`src/rtl/pin_evt_pkg.sv`:
```
package pin_evt_pkg;

  localparam int CFG_W    = 4;
  localparam int FLAG_POS = CFG_W;

  localparam logic [CFG_W-1:0] MD_OFF      = 4'b0000;
  localparam logic [CFG_W-1:0] MD_DMA_RISE = 4'b0001;
  localparam logic [CFG_W-1:0] MD_DMA_FALL = 4'b0010;
  localparam logic [CFG_W-1:0] MD_DMA_BOTH = 4'b0011;
  localparam logic [CFG_W-1:0] MD_INT_LOW  = 4'b1000;
  localparam logic [CFG_W-1:0] MD_INT_RISE = 4'b1001;
  localparam logic [CFG_W-1:0] MD_INT_FALL = 4'b1010;
  localparam logic [CFG_W-1:0] MD_INT_BOTH = 4'b1011;
  localparam logic [CFG_W-1:0] MD_INT_HIGH = 4'b1100;

  function automatic logic code_dma(input logic [CFG_W-1:0] c);
    return (c == MD_DMA_RISE) || (c == MD_DMA_FALL) || (c == MD_DMA_BOTH);
  endfunction

  function automatic logic code_int(input logic [CFG_W-1:0] c);
    return (c == MD_INT_LOW) || (c == MD_INT_RISE) || (c == MD_INT_FALL) ||
           (c == MD_INT_BOTH) || (c == MD_INT_HIGH);
  endfunction

  // Set condition for one pin given its mode, current and previous level.
  function automatic logic evt_hit(input logic [CFG_W-1:0] c,
                                   input logic cur, input logic prev);
    logic rise, fall;
    rise = cur & ~prev;
    fall = ~cur & prev;
    case (c)
      MD_DMA_RISE, MD_INT_RISE: evt_hit = rise;
      MD_DMA_FALL, MD_INT_FALL: evt_hit = fall;
      MD_DMA_BOTH, MD_INT_BOTH: evt_hit = rise | fall;
      MD_INT_LOW:               evt_hit = ~cur;
      MD_INT_HIGH:              evt_hit = cur;
      default:                  evt_hit = 1'b0;
    endcase
  endfunction

endpackage

```
`src/rtl/pin_evt_rstsync.sv`:
```
module pin_evt_rstsync (
  input  logic clk,
  input  logic rst_n,
  output logic rst_n_s
);
  logic [1:0] st_q, st_d;

  always_comb begin
    st_d = {st_q[0], 1'b1};
  end

  always_ff @(posedge clk or negedge rst_n) begin
    if (!rst_n) st_q <= 2'b00;
    else        st_q <= st_d;
  end

  assign rst_n_s = st_q[1];
endmodule

```
`src/rtl/pin_evt_sync.sv`:
```
module pin_evt_sync #(
  parameter int STAGES = 2
) (
  input  logic clk,
  input  logic rst_n,
  input  logic d,
  output logic q
);
  logic [STAGES-1:0] sh_q, sh_d;

  always_comb begin
    sh_d = {sh_q[STAGES-2:0], d};
  end

  always_ff @(posedge clk or negedge rst_n) begin
    if (!rst_n) sh_q <= '0;
    else        sh_q <= sh_d;
  end

  assign q = sh_q[STAGES-1];
endmodule

```
`src/rtl/pin_evt_cell.sv`:
```
module pin_evt_cell
  import pin_evt_pkg::*;
(
  input  logic             clk,
  input  logic             rst_n,
  input  logic             pin_s,
  input  logic             cfg_we,
  input  logic [CFG_W-1:0] cfg_wd,
  input  logic             clr_wr,
  input  logic             dma_ack,
  output logic [CFG_W-1:0] cfg_q,
  output logic             flag_q,
  output logic             irq_src,
  output logic             dma_req
);
  logic             prev_q, prev_d;
  logic [CFG_W-1:0] cfg_d;
  logic             flag_d;
  logic             set_hit, clr_hit;

  always_comb begin
    set_hit = evt_hit(cfg_q, pin_s, prev_q);
    clr_hit = clr_wr | (dma_ack & code_dma(cfg_q));
    flag_d  = set_hit | (flag_q & ~clr_hit);
    cfg_d   = cfg_we ? cfg_wd : cfg_q;
    prev_d  = pin_s;
  end

  always_ff @(posedge clk or negedge rst_n) begin
    if (!rst_n) begin
      cfg_q  <= MD_OFF;
      flag_q <= 1'b0;
      prev_q <= 1'b0;
    end else begin
      cfg_q  <= cfg_d;
      flag_q <= flag_d;
      prev_q <= prev_d;
    end
  end

  assign irq_src = flag_q & code_int(cfg_q);
  assign dma_req = flag_q & code_dma(cfg_q);
endmodule

```
`src/rtl/pin_event_detector.sv`:
```
module pin_event_detector
  import pin_evt_pkg::*;
#(
  parameter  int NUM_PINS    = 8,
  parameter  int SYNC_STAGES = 2,
  localparam int ADDR_W      = (NUM_PINS > 1) ? $clog2(NUM_PINS) : 1,
  localparam int REG_W       = CFG_W + 1
) (
  input  logic                clk,
  input  logic                rst_n,
  input  logic [NUM_PINS-1:0] pin_i,
  input  logic                bus_wr,
  input  logic [ADDR_W-1:0]   bus_addr,
  input  logic [REG_W-1:0]    bus_wdata,
  output logic [REG_W-1:0]    bus_rdata,
  output logic                irq_o,
  output logic [NUM_PINS-1:0] dma_req_o,
  input  logic [NUM_PINS-1:0] dma_ack_i
);
  logic                           rst_n_s;
  logic [NUM_PINS-1:0]            pin_s;
  logic [NUM_PINS-1:0]            sel_wr;
  logic [NUM_PINS-1:0]            flag_all;
  logic [NUM_PINS-1:0]            irq_src;
  logic [NUM_PINS-1:0][CFG_W-1:0] cfg_all;

  pin_evt_rstsync u_rst (
    .clk     (clk),
    .rst_n   (rst_n),
    .rst_n_s (rst_n_s)
  );

  for (genvar i = 0; i < NUM_PINS; i++) begin : g_pin
    assign sel_wr[i] = bus_wr && (bus_addr == ADDR_W'(i));

    pin_evt_sync #(.STAGES(SYNC_STAGES)) u_sync (
      .clk   (clk),
      .rst_n (rst_n_s),
      .d     (pin_i[i]),
      .q     (pin_s[i])
    );

    pin_evt_cell u_cell (
      .clk     (clk),
      .rst_n   (rst_n_s),
      .pin_s   (pin_s[i]),
      .cfg_we  (sel_wr[i]),
      .cfg_wd  (bus_wdata[CFG_W-1:0]),
      .clr_wr  (sel_wr[i] & bus_wdata[FLAG_POS]),
      .dma_ack (dma_ack_i[i]),
      .cfg_q   (cfg_all[i]),
      .flag_q  (flag_all[i]),
      .irq_src (irq_src[i]),
      .dma_req (dma_req_o[i])
    );
  end

  always_comb begin
    bus_rdata = '0;
    for (int i = 0; i < NUM_PINS; i++) begin
      if (bus_addr == ADDR_W'(i)) bus_rdata = {flag_all[i], cfg_all[i]};
    end
  end

  assign irq_o = |irq_src;
endmodule

```
`config.mk`:
```
export PLATFORM = sky130hd
export DESIGN_NAME = pin_event_detector
export DESIGN_NICKNAME = d
export VERILOG_FILES = /design/src/rtl/pin_evt_pkg.sv /design/src/rtl/pin_evt_rstsync.sv /design/src/rtl/pin_evt_sync.sv /design/src/rtl/pin_evt_cell.sv /design/src/rtl/pin_event_detector.sv
export SDC_FILE = /design/constraint.sdc
export NUM_CORES = 1
export LEC_CHECK = 0
export ABC_CLOCK_PERIOD_IN_PS = 6100
export BUFFER_PORTS_ARGS = -buffer_cell sky130_fd_sc_hd__buf_2
export CAP_MARGIN = 20
export CORE_MARGIN = 2
export CORE_UTILIZATION = 63
export CTS_BUF_LIST = sky130_fd_sc_hd__clkbuf_16
export CTS_CLUSTER_SIZE = 28
export DETAILED_ROUTE_END_ITERATION = 7
export GPL_TIMING_DRIVEN = 0
export PLACE_DENSITY = 0.85
export REMOVE_ABC_BUFFERS = 1
export SLEW_MARGIN = 20
export SYNTH_ARGS = -nofsm -noshare
export SYNTH_HDL_FRONTEND = slang
export SYNTH_SLANG_ARGS = --single-unit
```
`constraint.sdc`:
```
create_clock -name clk -period 6.1 [get_ports clk]
set_input_delay 1.22 -clock clk [delete_from_list [all_inputs] [get_ports clk]]
set_output_delay 1.22 -clock clk [all_outputs]
set_load 0.05 [all_outputs]
```
After elaboration in Yosys (flattened, before gate mapping)
Cells that the tools add are included.

Output and inout bits: 14. Bits in registers: 66. Word-level logic and storage cells: 306. Bits of input ports: 27.

Bitwise operators: 104. Multiplexer cells: 16. Reduce and logical (&&, ||, !) cells: 82. Equality and inequality tests: 71.

Operators by type and width (count): 4-bit equality test, second input constant (40); 4-bit by 2-bit equality test with 1-bit output, second input constant (16); 1-bit bitwise AND (56); 1-bit logical OR (48); 2-bit OR reduction (24); 5-bit 2-to-1 mux (8); 1-bit case mux with 5 select lines (8); 4-bit by 1-bit equality test with 1-bit output, second input constant (8); 1-bit NOT (24); 1-bit OR (24); 3-bit equality test, second input constant (4); 1-bit logical AND (8); 8-bit OR reduction (1); 3-bit by 2-bit equality test with 1-bit output, second input constant (2); 3-bit by 1-bit equality test with 1-bit output, second input constant (1); 3-bit zero test (1).

Logic depth before layout (Yosys ltp)
Gate-level depths: netlist of run 1.

Word-level depth: 9. Gate-level depth with buffers: 5. Depth with buffers taken out: 5.

Modules after synthesis
A second synthesis of run 1 with hierarchy kept.

Cells, all modules: 280. Area, all modules: 3520.9 µm².

By module, submodules not included: pin_evt_cell (area an instance 324.1 µm², instances 8, seq. area each 150.1 µm², cells each 27); pin_event_detector (area an instance 474.2 µm², instances 1, seq. area each 0.0 µm², cells each 45); pin_evt_sync (area an instance 50.0 µm², instances 8, seq. area each 50.0 µm², cells each 2); pin_evt_rstsync (area an instance 53.8 µm², instances 1, seq. area each 50.0 µm², cells each 3).

Worst setup path before layout of run 1
No wires, ideal clock.

Path kind: input -> output. Start: input port bus_addr[0]. End: output port bus_rdata[2]. Stages on the path: 3. Data required time: 4880 ps. Path buffers: 1. Path slack: 2589 ps. Data arrival time: 2291 ps. Cells stage by stage: buf_4 > mux4_2 > mux2_2.

Word-level cells in the longest chain between the ends: 9. Elaborated cells on any way between the ends: 16. Those cells by class: eq/ne (7); mux (8); reduce/logical (1).

RTL lines: start: declaration (RTL line pin_event_detector.sv:13) `input logic [ADDR_W-1:0] bus_addr,`; 3-bit zero test (RTL line pin_event_detector.sv:61) `if (bus_addr == ADDR_W'(i)) bus_rdata = {flag_all[i], cfg_all[i]};`; 5-bit 2-to-1 mux (7 in series) (RTL line pin_event_detector.sv:61); 5-bit 2-to-1 mux * (RTL line pin_event_detector.sv:61); end: declaration (RTL line pin_event_detector.sv:15) `output logic [REG_W-1:0] bus_rdata,`.

Every way passes the cells marked *; elsewhere a longest branch is shown, timed or not.

Worst setup path in the final report of run 1
Start: input port bus_addr[1]. End: output port bus_rdata[0].

The elaborated chain is that of the path after synthesis.

==> results of run 1 <==
[per-layer routing]
metal,vias to the layer above,global-route usage,share of wire
met2,77,0.420,0.48
met4,0,0.119,0.025
met1,1265,0.358,0.43
li1,1126,-,-
met5,-,0,0
met3,17,0.0648,0.060
[per-stage QoR]
stage	power (mW)	instance area [sq um]	util	cells	hold slack [ns]
floorplan	0.927	3410	-	271	0.331
global placement	1.03	3700	0.681	383	0.334
detailed placement	1.05	3740	0.687	384	0.206
CTS	1.54	4020	0.738	400	0.211
global route	1.61	4020	0.738	400	0.230
finish	1.54	4020	0.738	400	0.201
[sequential cells by signal (all words and copies together), names as in the netlist]
| register | count |
|---|---|
| g_pin.u_cell.cfg_q | 32 |
| g_pin.u_sync.sh_q | 16 |
| g_pin.u_cell.flag_q | 8 |
| g_pin.u_cell.prev_q | 8 |
| u_rst.st_q | 2 |
[synthesized netlist by cell type (2+ instances only)]
cell type,count,area share
nand3_1,5,0.0071
a311o_1,8,0.023
xnor2_1,8,0.020
buf_6,2,0.0064
buf_2,3,0.0043
ha_1,16,0.057
mux4_2,7,0.045
nor4b_1,10,0.025
buf_4,9,0.019
and3_1,4,0.0071
nand3b_1,2,0.0043
a311oi_1,4,0.010
nand2b_1,15,0.027
nand4b_1,3,0.0075
dfrtp_1,66,0.47
o21ai_0,10,0.014
o41ai_1,2,0.0050
nand2_1,5,0.0053
nand4_1,2,0.0036
mux2_2,36,0.12
and2_1,4,0.0071
mux2i_1,3,0.0085
nor2_1,10,0.011
a21oi_1,9,0.013
o211ai_1,6,0.013
inv_1,19,0.020
a32oi_1,4,0.010
or4b_1,4,0.011
and4bb_2,3,0.011
[worst max-delay path, delay by kind of cell]
family | cells | cell delay, ns
buffers and inverters | 2 | 0.59
multiplexers | 2 | 0.89
[cell type report]
type                       instances  share of cell area
clock buffer                       9              0.0561
clock inverter                     7              0.0134
inverter                          19              0.0178
multi-input combinational        186               0.421
sequential                        66               0.412
tap                               72              0.0224
timing repair buffer              41              0.0567
[path summary, 6_finish.rpt]
path	end	cells past startpoint
max in group asynchronous	u_rst.st_q[1]$_DFF_PN0_	1
setup reg to reg	g_pin[4].u_cell.flag_q$_DFF_PN0_	3
hold / removal	g_pin[3].u_cell.cfg_q[2]$_DFFE_PN0N_	0
min in group clk	g_pin[6].u_sync.sh_q[1]$_DFF_PN0_	0
setup / recovery	bus_rdata[0]	4
hold reg to reg	g_pin[3].u_cell.cfg_q[2]$_DFFE_PN0N_	0
[power by group through the flow]
stage,Sequential [mW],Combinational (mW),Clock [mW]
2_1_floorplan,0.605,0.322,0
3_3_place_gp,0.645,0.387,0
3_5_place_dp,0.647,0.408,0
4_1_cts,0.643,0.412,0.484
5_1_grt,0.661,0.440,0.510
6_report,0.645,0.409,0.481
[cell families (layout without fill, tap and decap cells)]
| family | count (synthesis) | in the layout | synth area share |
|---|---|---|---|
| flip-flops | 66 | 66 | 0.469 |
| AND/OR/NAND/NOR | 70 | 70 | 0.137 |
| AO/OA/AOI/OAI | 44 | 44 | 0.0899 |
| buffers and inverters | 33 | 76 | 0.0501 |
| other | 1 | 1 | 0.00107 |
| XOR/XNOR | 8 | 8 | 0.0199 |
| multiplexers | 47 | 47 | 0.176 |
| adder cells (fa/ha/maj) | 16 | 16 | 0.0569 |
[layout by cell type (no fill, tap or decap), drive strengths merged, types with 2 or more instances in the layout]
| cell | n |
|---|---|
| dfrtp | 66 |
| buf | 41 |
| mux2 | 36 |
| inv | 22 |
| ha | 16 |
| nand2b | 15 |
| nor2 | 11 |
| nor4b | 11 |
| o21ai | 10 |
| a21oi | 9 |
| clkbuf | 9 |
| xnor2 | 8 |
| a311o | 8 |
| mux4 | 8 |
| o211ai | 6 |
| nand3 | 5 |
| nand2 | 5 |
| and2 | 4 |
| a32oi | 4 |
| or4b | 4 |
| and3 | 4 |
| a311oi | 4 |
| mux2i | 3 |
| and4bb | 3 |
| nand4b | 3 |
| clkinv | 3 |
| nand3b | 2 |
| nand4 | 2 |
| o41ai | 2 |
==> results_dict.tcl, run 1 <==
set metrics [dict create \
    outcome "completed" \
    drtIter0Drc 142 \
    rr_startpoint "g_pin[4].u_cell.cfg_q[1]$_DFFE_PN0N_" \
    gp_congestion 0.851 \
    ff_latch_area_sq_um 1660 \
    path_clk_slew_ns 0.05 \
    synthArstFlopShare 1.00 \
    ys_seq_area_frac 0.469 \
    swShare 0.340 \
    maxCapViolCount 0 \
    numPortBuffers 40 \
    grt_max_degree 48 \
    path_cells "buf_2 -> mux4_1 -> mux2_2 -> buf_2" \
    fin_worst_skew_ns 0.00490 \
    synth_edf_count 0 \
    end_kind "primary output" \
    die_area_sq_um 6200 \
    switching_power_mw 0.522 \
    drive_above_1_share 0.311 \
    clock_power_share 0.313 \
    multi_input_area_sq_um 1690 \
    crit_path_top_delay_cell "mux4_1" \
    core.rowCount 27 \
    crit_top_cell "buf_2" \
    worstSetupPathType "input port to primary output" \
    ys_warn_count 0 \
    p_per_area_nw_per_um2 382 \
    clockRootBuffer "clkbuf_16" \
    hold_violations 0 \
    wl_per_cell_um 18.7 \
    antenna_found_initial 0 \
    ys_ff_latch 66 \
    vdd_drop_max_mv 0.284 \
    clk_latency_ns 0.33 \
    core_sq_um 5440 \
    cts_tree "done" \
    grt_usage 0.268 \
    wl_um 7480 \
    clock_path_buffers 2 \
    grt-ovfl-total 0 \
    critPathMaxFanout 22 \
    first_pass_iters 4 \
    p_int_mw 1.01 \
    cts.sinks 66 \
    fin_crit_sh 0.645 \
    vias_per_cell 6.21 \
    cts_max_level 3 \
    slowest_delay_ns 0.60 \
    grt_pass1_vias 2485 \
    cts_made_buffers 9 \
    min_period_ns 3.93 \
    setup_viol 0 \
    nFillCells 363 \
    cp.required_ns 4.88 \
    setup_tns_ns 0 \
    io_pins 41 \
    ys.flop_type "dfrtp_1" \
    seqPwrFrac 0.420 \
    vias 2485 \
    grt_pass1_wl_um 12400 \
    fmax_mhz 254 \
    layout.nets 366 \
    hpwl_um 5170 \
    rsz0062_at_grt "no" \
    fp.dieW_um 78.7 \
    fp.dieH_um 78.7 \
    avgSynthCellArea_sq_um 12.3 \
    fin_ws_ns 2.17 \
    hp-class "register to async pin" \
    areaGrowthSynthToFinish_pct 14.1 \
    drc 0 \
    place_ws_ns 2.18 \
    diodes 0 \
    startpoint_type "input port" \
    post_cts_buffers 0 \
    ant_nets 0 \
    ys_types 35 \
    rrSetupSlack_ns 4.58 \
    cts_resized 0 \
    combPwrFrac 0.266 \
    synth_cells 285 \
    p_leak_nw 1.76 \
    synthesis.area_sq_um 3520 \
    cts_hold_buf 0 \
    cp_data_arrival_time_ns 2.71 \
    initial_core_util 0.647 \
    crit_start "bus_addr[1]" \
    slew_viol_final 0 \
]
Power figures use the tool's default switching activity.
==> inputs of run 2 (changes only) <==
--- a/config.mk
+++ b/config.mk
@@ -5,16 +5,17 @@
 export SDC_FILE = /design/constraint.sdc
 export NUM_CORES = 1
 export LEC_CHECK = 0
-export ABC_CLOCK_PERIOD_IN_PS = 6100
+export ABC_AREA = 1
+export ABC_CLOCK_PERIOD_IN_PS = 3420
 export BUFFER_PORTS_ARGS = -buffer_cell sky130_fd_sc_hd__buf_2
 export CAP_MARGIN = 20
 export CORE_MARGIN = 2
-export CORE_UTILIZATION = 63
+export CORE_UTILIZATION = 52
 export CTS_BUF_LIST = sky130_fd_sc_hd__clkbuf_16
 export CTS_CLUSTER_SIZE = 28
 export DETAILED_ROUTE_END_ITERATION = 7
 export GPL_TIMING_DRIVEN = 0
-export PLACE_DENSITY = 0.85
+export PLACE_DENSITY = 0.75
 export REMOVE_ABC_BUFFERS = 1
 export SLEW_MARGIN = 20
 export SYNTH_ARGS = -nofsm -noshare
==> constraint.sdc (replaced) <==
create_clock -name clk -period 3.42 [get_ports clk]
set_input_delay 0.684 -clock clk [delete_from_list [all_inputs] [get_ports clk]]
set_output_delay 0.684 -clock clk [all_outputs]
set_load 0.05 [all_outputs]
==> results_dict.tcl, run 2 <==
set metrics [dict create \
    outcome "completed" \
    ys_seq_area_frac 0.478 \
    cp_data_arrival_time_ns 1.87 \
    p_per_area_nw_per_um2 665 \
    rr_startpoint "g_pin[4].u_sync.sh_q[1]$_DFF_PN0_" \
    vias_per_cell 5.71 \
    hp-class "input port to async pin" \
    clockRootBuffer "clkbuf_16" \
    fin_worst_skew_ns 0.00557 \
    synthesis.area_sq_um 3450 \
    fp.dieW_um 85.5 \
    min_period_ns 2.56 \
    rr_worst_depth 6 \
    cp_num_buf_inv 1 \
    drive_above_1_share 0.152 \
    rsz0062_at_grt "no" \
    maxCapViolCount 0 \
    regMostFlops "g_pin.u_cell.cfg_q" \
    grt-ovfl-total 0 \
    dpl_cell_area_sq_um 3690 \
    vdd_drop_max_mv 0.436 \
    io_pins 41 \
    r2r_end "g_pin[4].u_cell.flag_q$_DFF_PN0_" \
    grt_max_degree 47 \
    path_clk_slew_ns 0.05 \
    path_delay_family "simple AND/OR/NAND/NOR gates" \
    clock_path_buffers 2 \
    slowest_delay_ns 0.43 \
    ys_top_cells_by_area "dfrtp_1, nand2_1, o21ai_0, ha_1, nand4_1" \
    fin_hold_ws_ns 0.125 \
    routed.top_layer "met4" \
    cts_made_buffers 9 \
    ys_types 28 \
    ys_ff_latch 66 \
    diodes 0 \
    core.rowCount 29 \
    gp_congestion 0.872 \
    areaGrowthSynthToFinish_pct 15.1 \
    ys_warn_count 0 \
    reg_top3 "g_pin.u_cell.cfg_q (32), g_pin.u_sync.sh_q (16)" \
    ant_nets 0 \
    synthMostInstantiatedCell "nand2_1" \
    post_cts_buffers 0 \
    fmax_mhz 391 \
    vias 3027 \
    hold_violations 0 \
    p_leak_nw 1.94 \
    fin_crit_sh 0.747 \
    cts_resized 0 \
    drtIter0Drc 286 \
    grt_pass1_vias 3003 \
    cts_max_level 3 \
    wl_per_cell_um 15.2 \
    netlist_top_cells_count "nand2_1, dfrtp_1, inv_1" \
    cts.sinks 66 \
    synth_top_area_cell "dfrtp_1" \
    synth_cells 409 \
    first_pass_iters 4 \
    synthArstFlopShare 1.00 \
    cts_tree "done" \
    wl_met2_um 4010 \
    core_sq_um 6390 \
    final_common_cell "nand2_1" \
    grt_usage 0.246 \
    end_kind "primary output" \
    stdcell_area_sq_um 3980 \
    layout_common_cells "nand2_1, dfrtp_1, inv_1, o21ai_0, buf_2" \
    ys.flop_type "dfrtp_1" \
    critPathMaxFanout 5 \
    largest_register_ffs 32 \
    wl_met3_um 419 \
    yosysTopAreaCellShare 0.478 \
    startpoint_type "register" \
    avgSynthCellArea_sq_um 8.45 \
    power.total_mw 2.65 \
    slew_viol_final 0 \
    drc 0 \
    setup_viol 0 \
    cts_hold_buf 0 \
    clk_latency_ns 0.34 \
    grt_pass1_wl_um 13900 \
    wl_um 8060 \
    cp.required_ns 2.74 \
    drt-met1-wl_um 3470 \
    rrSetupSlack_ns 2.18 \
    layout.nets 491 \
    crit_path_top_delay_cell "dfrtp_1" \
    worstSetupPathType "register to primary output" \
    setup_tns_ns 0 \
    numPortBuffers 40 \
    antenna_found_initial 0 \
    initial_core_util 0.541 \
    die_area_sq_um 7310 \
    path_cells "nor2_1 -> o21ai_0 -> o22ai_1 -> nor2_1 -> nand2_1 -> buf_2" \
    hpwl_um 5680 \
    fp.dieH_um 85.5 \
    crit_top_cell "nor2_1" \
    synth_edf_count 0 \
]
## run 2: how the worst max path moves through the flow
stage / start / end / slack (ns) / cells after the start
detailed placement: bus_addr[2] / bus_rdata[3] / 0.92 / 7
global placement: u_rst.st_q[1]$_DFF_PN0_ / g_pin[4].u_sync.sh_q[0]$_DFF_PN0_ / 0.76 / 0
finish: g_pin[0].u_cell.cfg_q[0]$_DFFE_PN0N_ / irq_o / 0.86 / 6
floorplan: g_pin[3].u_cell.cfg_q[2]$_DFFE_PN0N_ / dma_req_o[3] / 0.77 / 1
CTS: g_pin[0].u_cell.cfg_q[0]$_DFFE_PN0N_ / irq_o / 0.89 / 6
global route: bus_addr[2] / bus_rdata[3] / 0.77 / 7
## run 2: power by group
part	switching (mW)	leakage (nW)	internal, mW
clock	0.330	0.144	0.555
combinational	0.470	1.01	0.207
sequential	0.165	0.792	0.918
total	0.966	1.94	1.68
## run 2: per-stage QoR
stage               setup slack [ns]   util  std cells
floorplan                      0.766      -        396
global placement               0.762  0.573        513
detailed placement             0.925  0.578        514
CTS                            0.890  0.623        530
global route                   0.769  0.623        530
finish                         0.865  0.623        530
## run 2: layer usage
metal	global-route usage	vias to the layer above
met3	0.0731	21
met1	0.308	1447
li1	-	1467
met4	0.0895	0
met2	0.406	92
met5	0	-
## run 2: cells by family after synthesis
family | Yosys count | share of synthesized area
other cells | 1 | 0.00109
compound gates | 79 | 0.126
flops | 66 | 0.478
simple gates | 178 | 0.247
fa+ha+maj | 16 | 0.0579
buf+inv | 69 | 0.0895
## run 2: cell type report
| class | count | area [sq um] |
|---|---|---|
| Inverter | 56 | 215 |
| Sequential cell | 66 | 1660 |
| Clock inverter | 7 | 62.6 |
| Timing Repair Buffer | 41 | 228 |
| Clock buffer | 9 | 225 |
| Fill cell | 556 | 2410 |
| Tap cell | 77 | 96.3 |
| Multi-Input combinational cell | 274 | 1490 |
==> inputs of run 3 (changes only) <==
--- a/config.mk
+++ b/config.mk
@@ -6,7 +6,7 @@
 export NUM_CORES = 1
 export LEC_CHECK = 0
 export ABC_AREA = 1
-export ABC_CLOCK_PERIOD_IN_PS = 3420
+export ABC_CLOCK_PERIOD_IN_PS = 2210
 export BUFFER_PORTS_ARGS = -buffer_cell sky130_fd_sc_hd__buf_2
 export CAP_MARGIN = 20
 export CORE_MARGIN = 2
==> constraint.sdc (replaced) <==
create_clock -name clk -period 2.21 [get_ports clk]
set_input_delay 0.442 -clock clk [delete_from_list [all_inputs] [get_ports clk]]
set_output_delay 0.442 -clock clk [all_outputs]
set_load 0.05 [all_outputs]
==> results_dict.tcl, run 3 (synthesis gave the netlist of run 2 again) <==
set metrics [dict create \
    outcome "completed" \
    grt_pass1_wl_um 13900 \
    regMostFlops "g_pin.u_cell.cfg_q" \
    p_per_area_nw_per_um2 1030 \
    post-route-util 0.627 \
    rrSetupSlack_ns 0.97 \
    clk_latency_ns 0.33 \
    rr_startpoint "g_pin[4].u_sync.sh_q[1]$_DFF_PN0_" \
    cts_max_level 3 \
    fin_hold_ws_ns 0.210 \
    cp_data_arrival_time_ns 1.72 \
    layout.nets 492 \
    end_kind "primary output" \
    startpoint_type "register" \
    diodes 0 \
    rr_worst_depth 6 \
    wl_um 7990 \
    grt_pass1_vias 3015 \
    grt_max_degree 47 \
    p_leak_nw 1.95 \
    ant_nets 0 \
    hpwl_um 5680 \
    first_pass_iters 4 \
    fp.dieH_um 85.5 \
    numPortBuffers 40 \
    grt-ovfl-total 0 \
    worstSetupPathType "register to primary output" \
    fin_crit_sh 0.977 \
    clock_path_buffers 2 \
    path_clk_slew_ns 0.05 \
    place_ws_ns 0.199 \
    nFillCells 554 \
    core_sq_um 6390 \
    drtIter0Drc 271 \
    r2r_end "g_pin[4].u_cell.flag_q$_DFF_PN0_" \
    hp-class "register to async pin" \
    maxCapViolCount 0 \
    critPathMaxFanout 5 \
    rsz0062_at_grt "no" \
    layout_common_cells "nand2_1, dfrtp_1, inv_1, o21ai_0, buf_2" \
    areaGrowthSynthToFinish_pct 15.9 \
    antenna_found_initial 0 \
    wl_per_cell_um 15.1 \
    cp.required_ns 1.77 \
    min_period_ns 2.16 \
    setup_tns_ns 0 \
    core.rowCount 29 \
    multi_input_area_sq_um 1510 \
    grt_usage 0.246 \
    fin_worst_skew_ns 0.00521 \
    cts_tree "done" \
    vias 2970 \
    fp.dieW_um 85.5 \
    vdd_drop_max_mv 0.676 \
    clockRootBuffer "clkbuf_16" \
    die_area_sq_um 7310 \
    initial_core_util 0.541 \
    fmax_mhz 463 \
    final_common_cell "nand2_1" \
    slew_viol_final 0 \
    gp_congestion 0.872 \
    setup_viol 0 \
    cts.sinks 66 \
    largest_register_ffs 32 \
    cts_made_buffers 9 \
    drc 0 \
    drive_above_1_share 0.161 \
    hold_violations 0 \
    vias_per_cell 5.59 \
    reg_top3 "g_pin.u_cell.cfg_q (32), g_pin.u_sync.sh_q (16)" \
    fin_ws_ns 0.0512 \
    ff_latch_area_sq_um 1660 \
    io_pins 41 \
]
## run 3: metal layers
layer,global-route usage,share of wire,wire (um),vias to the layer above
met5,0,0,0,-
met4,0.0895,0.014,114,0
met3,0.0731,0.057,459,13
met2,0.407,0.50,4010,72
met1,0.308,0.43,3410,1417
li1,-,-,-,1468
## run 3: worst max-delay path: stages, from the launching register on
cell,delay [ns]
dfrtp_1,0.45
nor2_4,0.17
o21ai_0,0.10
o22ai_1,0.27
nor2_1,0.10
nand2_1,0.10
buf_4,0.20
## run 3: worst max-delay path by stage
stage / start / end / slack (ns) / cells after the start
6_report: g_pin[0].u_cell.cfg_q[0]$_DFFE_PN0N_ / irq_o / 0.05 / 6
5_1_grt: g_pin[6].u_cell.cfg_q[1]$_DFFE_PN0N_ / irq_o / 0.01 / 6
4_1_cts: g_pin[0].u_cell.cfg_q[0]$_DFFE_PN0N_ / irq_o / 0.05 / 6
3_5_place_dp: bus_addr[2] / bus_rdata[3] / 0.20 / 7
3_3_place_gp: u_rst.st_q[1]$_DFF_PN0_ / g_pin[4].u_sync.sh_q[0]$_DFF_PN0_ / -0.45 / 0
2_1_floorplan: g_pin[3].u_cell.cfg_q[2]$_DFFE_PN0N_ / dma_req_o[3] / -0.20 / 1
## run 3: per-stage QoR
stage / total power, mW / instances / area, sq um
final: 4.11 / 531 / 4000
after global routing: 4.34 / 531 / 4000
after CTS: 4.11 / 531 / 3990
after detailed placement: 2.72 / 514 / 3690
after global placement: 2.67 / 513 / 3660
after floorplan: 2.40 / 396 / 3360
## run 3: final cells by class
class,instances,share of cell area
timing repair buffer,42,0.0600
clock inverter,7,0.0156
tap,77,0.0241
inverter,56,0.0537
sequential,66,0.413
clock buffer,9,0.0563
multi-input combinational,274,0.377
## run 3: timing repair
item | in CTS | in global routing
setup buffers | 0 | 0
endpoints found under the setup margin | 1 | 1
endpoints found under the hold margin | 2 | 0
hold buffers | 1 | 0
gates resized for setup | 3 | 3
## run 3: report_power, final
group / leakage, nW / internal, mW / switching, mW
sequential: 0.792 / 1.42 / 0.262
clock: 0.144 / 0.859 / 0.508
combinational: 1.01 / 0.333 / 0.725
